**config.mk**
```make
export PLATFORM = sky130hd
export DESIGN_NAME = ecc_err_log
export DESIGN_NICKNAME = d
export VERILOG_FILES = /design/src/rtl/ecc_log_pkg.sv /design/src/rtl/ecc_log_ctrl.sv /design/src/rtl/ecc_log_datapath.sv /design/src/rtl/ecc_err_log.sv
export SDC_FILE = /design/constraint.sdc
export NUM_CORES = 1
export LEC_CHECK = 0
export BUFFER_PORTS_ARGS = -buffer_cell sky130_fd_sc_hd__buf_4
export CAP_MARGIN = 40
export CORE_MARGIN = 1.5
export CORE_UTILIZATION = 50
export CTS_CLUSTER_SIZE = 24
export DETAILED_ROUTE_END_ITERATION = 10
export GPL_ROUTABILITY_DRIVEN = 0
export PLACE_DENSITY = 0.88
export SYNTH_ARGS = -nofsm -noshare
export SYNTH_HDL_FRONTEND = slang
export SYNTH_SLANG_ARGS = --single-unit
```
**constraint.sdc**
```tcl
create_clock -name clk -period 1.96 [get_ports clk]
set_input_delay 0.392 -clock clk [delete_from_list [all_inputs] [get_ports clk]]
set_output_delay 0.392 -clock clk [all_outputs]
set_load 0.02 [all_outputs]
```
**src/rtl/ecc_log_pkg.sv**
```systemverilog
package ecc_log_pkg;
  localparam int STS_W   = 16;
  localparam int BIT_CE  = 0;
  localparam int BIT_UE  = 1;
  localparam int BIT_RT  = 8;
  localparam int BIT_LK  = 9;
  localparam int BIT_TH  = 11;
  localparam logic [STS_W-1:0] FLAG_MASK = 16'h0B03;

  typedef enum logic [2:0] {
    SEL_STS = 3'd0,
    SEL_CMD = 3'd1,
    SEL_PTR = 3'd2,
    SEL_EXT = 3'd3,
    SEL_SYN = 3'd4
  } regSel_e;

  typedef struct packed {
    logic logLoad;
  } ctrlStrb_t;
endpackage

```
**src/rtl/ecc_log_ctrl.sv**
```systemverilog
module ecc_log_ctrl
  import ecc_log_pkg::*;
(
  input  logic             clk,
  input  logic             rstN,
  input  logic             ceEvt,
  input  logic             ueEvt,
  input  logic             rtEvt,
  input  logic             lkEvt,
  input  logic             thEvt,
  input  logic             wrEn,
  input  logic [2:0]       regSel,
  input  logic [STS_W-1:0] wrData,
  output logic [STS_W-1:0] sts,
  output logic [STS_W-1:0] cmd,
  output ctrlStrb_t        strb,
  output logic             sysErr
);
  logic [STS_W-1:0] evtVec;
  logic [STS_W-1:0] clrMask;
  logic             wrSts;
  logic             wrCmd;

  assign wrSts = wrEn && (regSel == SEL_STS);
  assign wrCmd = wrEn && (regSel == SEL_CMD);

  always_comb begin
    evtVec         = '0;
    evtVec[BIT_CE] = ceEvt;
    evtVec[BIT_UE] = ueEvt;
    evtVec[BIT_RT] = rtEvt;
    evtVec[BIT_LK] = lkEvt;
    evtVec[BIT_TH] = thEvt;
  end

  assign clrMask = wrSts ? wrData : '0;

  // Per-bit sticky flags and enables; reserved positions are tied to 0.
  for (genvar b = 0; b < STS_W; b++) begin : g_bit
    if (FLAG_MASK[b]) begin : g_flag
      always_ff @(posedge clk) begin
        if (!rstN) begin
          sts[b] <= 1'b0;
          cmd[b] <= 1'b0;
        end else begin
          sts[b] <= (sts[b] && !clrMask[b]) || evtVec[b];
          if (wrCmd) cmd[b] <= wrData[b];
        end
      end
    end else begin : g_rsvd
      assign sts[b] = 1'b0;
      assign cmd[b] = 1'b0;
    end
  end

  // Uncorrectable error displaces a pending correctable log; otherwise
  // the log is taken only when no ECC flag is held.
  assign strb.logLoad = (ueEvt && !sts[BIT_UE]) ||
                        (ceEvt && !sts[BIT_CE] && !sts[BIT_UE]);

  assign sysErr = |(sts & cmd);

  assert_ce_sets_R2: assert property (@(posedge clk) disable iff (!rstN)
    ceEvt |=> sts[BIT_CE]);
  assert_ue_sets_R2: assert property (@(posedge clk) disable iff (!rstN)
    ueEvt |=> sts[BIT_UE]);
  assert_w1c_R3: assert property (@(posedge clk) disable iff (!rstN)
    (wrEn && regSel == SEL_STS && wrData[BIT_TH] && !thEvt) |=> !sts[BIT_TH]);
  assert_event_wins_R4: assert property (@(posedge clk) disable iff (!rstN)
    (wrEn && regSel == SEL_STS && wrData[BIT_CE] && ceEvt) |=> sts[BIT_CE]);
  assert_hold_R3: assert property (@(posedge clk) disable iff (!rstN)
    (sts[BIT_RT] && !(wrEn && regSel == SEL_STS && wrData[BIT_RT])) |=> sts[BIT_RT]);
endmodule

```
**src/rtl/ecc_log_datapath.sv**
```systemverilog
module ecc_log_datapath
  import ecc_log_pkg::*;
#(
  parameter int ADDR_W     = 33,
  parameter int GRAIN_BITS = 7,
  parameter int SYN_W      = 8,
  parameter int DATA_W     = 32
) (
  input  logic                       clk,
  input  logic                       rstN,
  input  ctrlStrb_t                  strb,
  input  logic                       ueEvt,
  input  logic                       ceEvt,
  input  logic [ADDR_W-1:GRAIN_BITS] errLine,
  input  logic                       errChan,
  input  logic [SYN_W-1:0]           errSyn,
  input  logic [STS_W-1:0]           sts,
  input  logic [STS_W-1:0]           cmd,
  input  logic [2:0]                 regSel,
  output logic [DATA_W-1:0]          rdData
);
  logic [ADDR_W-1:GRAIN_BITS] logLine;
  logic                       logChan;
  logic [SYN_W-1:0]           logSyn;

  always_ff @(posedge clk) begin
    if (!rstN) begin
      logLine <= '0;
      logChan <= 1'b0;
      logSyn  <= '0;
    end else if (strb.logLoad) begin
      logLine <= errLine;
      logChan <= errChan;
      logSyn  <= errSyn;
    end
  end

  always_comb begin
    rdData = '0;
    case (regSel)
      SEL_STS: rdData[STS_W-1:0] = sts;
      SEL_CMD: rdData[STS_W-1:0] = cmd;
      SEL_PTR: rdData = {logLine[DATA_W-1:GRAIN_BITS], {(GRAIN_BITS-1){1'b0}}, logChan};
      SEL_EXT: rdData[0] = logLine[ADDR_W-1];
      SEL_SYN: rdData[SYN_W-1:0] = logSyn;
      default: rdData = '0;
    endcase
  end

  assert_ue_overwrite_R8: assert property (@(posedge clk) disable iff (!rstN)
    (ueEvt && !sts[BIT_UE]) |=> (logSyn == $past(errSyn) && logChan == $past(errChan)));
  assert_ue_frozen_R9: assert property (@(posedge clk) disable iff (!rstN)
    sts[BIT_UE] |=> ($stable(logSyn) && $stable(logLine)));
  assert_ce_frozen_R9: assert property (@(posedge clk) disable iff (!rstN)
    (sts[BIT_CE] && !ueEvt) |=> ($stable(logSyn) && $stable(logChan)));
  assert_first_ce_R7: assert property (@(posedge clk) disable iff (!rstN)
    (ceEvt && !ueEvt && sts[BIT_CE] == 1'b0 && sts[BIT_UE] == 1'b0)
      |=> logSyn == $past(errSyn));
endmodule

```
**src/rtl/ecc_err_log.sv**
```systemverilog
module ecc_err_log
  import ecc_log_pkg::*;
#(
  parameter int ADDR_W     = 33,
  parameter int GRAIN_BITS = 7,
  parameter int SYN_W      = 8,
  parameter int DATA_W     = 32
) (
  input  logic                       clk,
  input  logic                       rstN,
  input  logic                       ceEvt,
  input  logic                       ueEvt,
  input  logic [ADDR_W-1:GRAIN_BITS] errLine,
  input  logic                       errChan,
  input  logic [SYN_W-1:0]           errSyn,
  input  logic                       refreshTimeout,
  input  logic                       lockNonDram,
  input  logic                       thermEvt,
  input  logic [2:0]                 regSel,
  input  logic                       regWrEn,
  input  logic [STS_W-1:0]           regWrData,
  output logic [DATA_W-1:0]          regRdData,
  output logic                       sysErr
);
  ctrlStrb_t        strb;
  logic [STS_W-1:0] sts;
  logic [STS_W-1:0] cmd;

  ecc_log_ctrl u_ctrl (
    .clk    (clk),
    .rstN   (rstN),
    .ceEvt  (ceEvt),
    .ueEvt  (ueEvt),
    .rtEvt  (refreshTimeout),
    .lkEvt  (lockNonDram),
    .thEvt  (thermEvt),
    .wrEn   (regWrEn),
    .regSel (regSel),
    .wrData (regWrData),
    .sts    (sts),
    .cmd    (cmd),
    .strb   (strb),
    .sysErr (sysErr)
  );

  ecc_log_datapath #(
    .ADDR_W     (ADDR_W),
    .GRAIN_BITS (GRAIN_BITS),
    .SYN_W      (SYN_W),
    .DATA_W     (DATA_W)
  ) u_dp (
    .clk     (clk),
    .rstN    (rstN),
    .strb    (strb),
    .ueEvt   (ueEvt),
    .ceEvt   (ceEvt),
    .errLine (errLine),
    .errChan (errChan),
    .errSyn  (errSyn),
    .sts     (sts),
    .cmd     (cmd),
    .regSel  (regSel),
    .rdData  (regRdData)
  );

  assert_syserr_R10: assert property (@(posedge clk) disable iff (!rstN)
    (sts[BIT_UE] && cmd[BIT_UE]) |-> sysErr);
  assert_rsvd_zero_R2: assert property (@(posedge clk) disable iff (!rstN)
    (regSel == SEL_STS) |-> ((regRdData[15:0] & ~FLAG_MASK) == 16'h0 && regRdData[31:16] == 16'h0));
endmodule

```
---- After elaboration in Yosys (flattened, before gate mapping) ----
Cells that the tools add are included.
word-level totals
  bits in registers ....................... 45
  bits in latches ......................... 0
  RAM bits ................................ 0
  ROM bits ................................ 0
  input bits .............................. 62
  output and inout port bits .............. 33
  logic and storage cells ................. 48
  memories kept ........................... 0
operators by class
  add/sub/neg operators ................... 0
  multiply operators ...................... 0
  divide/modulo/power cells ............... 0
  order comparisons ....................... 0
  equal/unequal tests ..................... 4
  shift operators ......................... 0
  mux-type cells .......................... 5
  bitwise gates (word level) .............. 1
  reduce and logical (&&, ||, !) cells .... 25
operators with widths
  cell                                                  count
  one-hot mux 7 bit (4 select lines)                    1
  one-hot mux 8 bit (3 select lines)                    1
  2-to-1 mux 16 bit                                     1
  OR reduction 16 bit                                   1
  bitwise AND 12 bit                                    1
  2-to-1 mux 12 bit                                     1
  logical AND 1 bit                                     10
  logical NOT 1 bit                                     7
  equality test 3 x 2 -> 1 bit (second input constant)  2
  logical OR 1 bit                                      6
  one-hot mux 1 bit (5 select lines)                    1
  equality test 3 x 1 -> 1 bit (second input constant)  1
  equality test 3 bit (second input constant)           1
  logical NOT 3 bit                                     1

---- Longest topological paths before layout ----
  depth in word-level cells ............... 6
  mapped depth ............................ 5
  mapped depth without buffers ............ 3

---- Modules after synthesis ----
A second synthesis with hierarchy kept.
unflattened totals
  cell total of the unflattened synthesis .. 270
  area total of the unflattened synthesis .. 2,514.9 µm²
modules (own cells, without submodules)
  module            instances  cells an instance  area each (µm²)  sequential area each (µm²)
  ecc_log_datapath  1          198                1,915.6          700.7
  ecc_log_ctrl      1          72                 599.3            200.2

---- Worst setup path before layout ----
Ideal clock, no wire load.
  path type ............................... input-to-output
  start point ............................. input regSel[2]
  end point ............................... output regRdData[10]
  arrival ................................. 1,204 ps
  required time ........................... 1,568 ps
  slack ................................... 364 ps
  stages on the path ...................... 4
  path buffers ............................ 2
  path through ............................ buf_2 nor3b_2 clkbuf_2 and2_1
on the way
  cells in the longest elaborated chain, start to end .. 2
  elaborated cells between the ends (all ways) .. 4
  classes of those cells .................. 2 x eq/ne; 1 x mux; 1 x reduce/logical
RTL lines
  element                                               RTL line                RTL
  start, declared                                       ecc_err_log.sv:19       input logic [2:0] regSel,
  equality test 3 x 2 -> 1 bit (tied with other cells)  ecc_log_datapath.sv:40  case (regSel)
  one-hot mux 8 bit (3 select lines) (*)                ecc_log_datapath.sv:40
  end, declared                                         ecc_err_log.sv:22       output logic [DATA_W-1:0] regRdData,
Every way passes the cells marked *; elsewhere a longest branch is shown, timed or not.

---- Worst setup path in the final report ----
  start point ............................. input regSel[2]
  end point ............................... output regRdData[7]
on the way
  cells in the longest elaborated chain, start to end .. 2
  elaborated cells between the ends (all ways) .. 5
  classes of those cells .................. 3 x eq/ne; 1 x mux; 1 x reduce/logical
RTL lines
  element                                      RTL line
  equality test 3 bit (tied with other cells)  ecc_log_datapath.sv:40
  one-hot mux 7 bit (4 select lines) (*)       ecc_log_datapath.sv:40
Marks and branches as above.

==> flow_summary.json <==
{
  "num_rows": 24,
  "ys_top_cells_by_area": "dfxtp_1 40%, mux2i_1 20%, nand2_1 12%",
  "clock_latency_ns": 0.29,
  "dp_hpwl_mm": 3.57,
  "holdCritPathClass": "primary input to flip-flop",
  "fmax_mhz": 572,
  "yosysWarnings": 0,
  "h-tree-depth": 2,
  "routed_via_density": 5.03,
  "grt_overflow": 0,
  "yosysUniqueCellTypes": 31,
  "hold_depth": 2,
  "final_util_pct": 67.7,
  "syn_nets": 313,
  "io_pins": 95,
  "power_leakage_uw": 0.00141,
  "numCtsBuffers": 5,
  "path_class": "primary input to output port",
  "cts_tree": "yes",
  "nNetsFinal": 388,
  "antenna_found_initial": 0,
  "worstPathArrival_ns": 1.36,
  "syn_inst": 251,
  "min_period_ns": 1.75,
  "path_max_fanout": 11,
  "drive_gt1_share_pct": 30.9,
  "die_h_um": 69.9,
  "diodes": 0,
  "setup-violations-final": 0,
  "cts_resized": 0,
  "path_clk_slew_ns": 0.08,
  "worst_slew_pin_slew_ns": 0.454,
  "yosysTopAreaCell": "dfxtp_1",
  "start_kind": "primary input",
  "required_ns": 1.57,
  "grt_pass1_wl_mm": 7.99,
  "drtPass1Iterations": 6,
  "synth-seq-cells": 45,
  "ff2ff_path_depth": 4,
  "peakVddDrop_mv": 0.385,
  "cts.sinks": 45,
  "synth_seq_area_share_pct": 40.2,
  "dr_total_vias": 1905,
  "slew_viol_final": 0,
  "track_usage_pct": 20.3,
  "coreArea_um2": 4320,
  "post_cts_buffers": 0,
  "finalClockSkew_ns": 0.00692,
  "final_common_cell": "buf_4",
  "grt_max_degree": 46,
  "post-route-period-util_pct": 89.1,
  "rrSetupSlack_ns": 0.63,
  "hold_viol": 0,
  "critPathCaptureType": "output port",
  "area_delta_synth_final_pct": 30.8,
  "slew_headroom_pct": 69.6,
  "clock_path_buffers": 2,
  "fin_area_um2": 2930,
  "port_buffers": 83,
  "powerDensity_nw_per_um2": 667,
  "rsz0062_at_grt": "false",
  "drtAntennaViolNets": 0,
  "fill_cells": 378,
  "wl_per_cell_um": 12.8,
  "die_w_um": 69.9,
  "tns_ns": 0,
  "die_area_um2": 4890,
  "first_global_vias": 1756,
  "dpl.cell_count": 371,
  "maxCapViolCount": 0,
  "yosysTopAreaCellShare_pct": 40.2,
  "initial_core_util_pct": 51.8,
  "placed_area_um2": 2830,
  "status": "complete, no violations",
  "mostFrequentLayoutCells": "86 x buf_4, 72 x nand2_1, 45 x dfxtp_1, 44 x mux2i_1, 26 x and2_1",
  "root_buffer": "clkbuf_8",
  "syn_avg_cell_area_um2": 8.92,
  "syn_area_um2": 2240,
  "drc": 0,
  "postCtsHoldBufs": 0,
  "stdcell_count": 379,
  "finalWirelength_mm": 4.86,
  "drtIter0Drc": 106
}
==> metrics by stage <==
step	total power (µW)	hold WS (ns)	worst slack (ns)
after floorplan	1270	0.430	0.364
after global placement	1380	0.437	0.228
after detailed placement	1390	0.445	0.232
after CTS	1980	0.282	0.229
after global routing	2060	0.270	0.119
final	1950	0.299	0.213
==> flip-flops by register name (all words and copies together) (netlist names) <==
name,count
u_dp.logLine,26
u_ctrl.cmd,5
u_dp.logChan,1
u_ctrl.sts,5
u_dp.logSyn,8
==> power by group <==
| part | switching [µW] | total [µW] | internal, µW |
|---|---|---|---|
| logic | 168 | 351 | 184 |
| clock network | 302 | 587 | 286 |
| registers | 33.5 | 1010 | 980 |
| total | 503 | 1950 | 1450 |
==> path summary, 6_finish.rpt <==
path	startpoint	endpoint
max	regSel[2]	regRdData[7]
min	regWrData[11]	u_ctrl.sts[11]
max reg2reg	u_ctrl.sts[0]	u_dp.logLine[20]
min reg2reg	u_dp.logLine[24]	u_dp.logLine[24]
==> critical path, stage by stage <==
cell,delay (ns)
buf_4,0.17
inv_1,0.08
nor3_2,0.36
a22o_1,0.21
buf_4,0.13
==> metal layers <==
layer  part of all wire, %  track usage [%]
met1                    41             24.1
met2                    53             37.0
met3                   4.2             4.33
met4                   1.2             5.13
met5                     0                0
==> synthesized netlist by cell type, drive strengths merged <==
library cell  instances
nand2                72
dfxtp                45
mux2i                44
and2                 26
buf                  10
clkbuf                9
a31oi                 6
inv                   6
nor2b                 6
o21ai                 5
nor2                  4
a2bb2oi               3
a21oi                 2
nor3b                 2
a222oi                1
a22o                  1
a22oi                 1
and3b                 1
and4bb                1
mux2                  1
nand2b                1
nor3                  1
nor4b                 1
o22a                  1
o22ai                 1
==> area by class of cell <==
class | instances | area, µm² | area share [%]
Multi-Input combinational cell | 181 | 1180 | 40.2
Sequential cell | 45 | 901 | 30.8
Timing Repair Buffer | 87 | 666 | 22.7
Clock buffer | 6 | 82.6 | 2.82
Tap cell | 52 | 65.1 | 2.22
Inverter | 6 | 22.5 | 0.769
Clock inverter | 2 | 13.8 | 0.470
==> logic make-up after synthesis <==
family,after synthesis,share of synthesized area [%]
buffers and inverters,25,7.49
flip-flops,45,40.2
multiplexers,45,20.2
AND/OR/NAND/NOR,115,25.7
AO/OA/AOI/OAI,21,6.43
No activity file was read; power rests on OpenSTA's default activity.
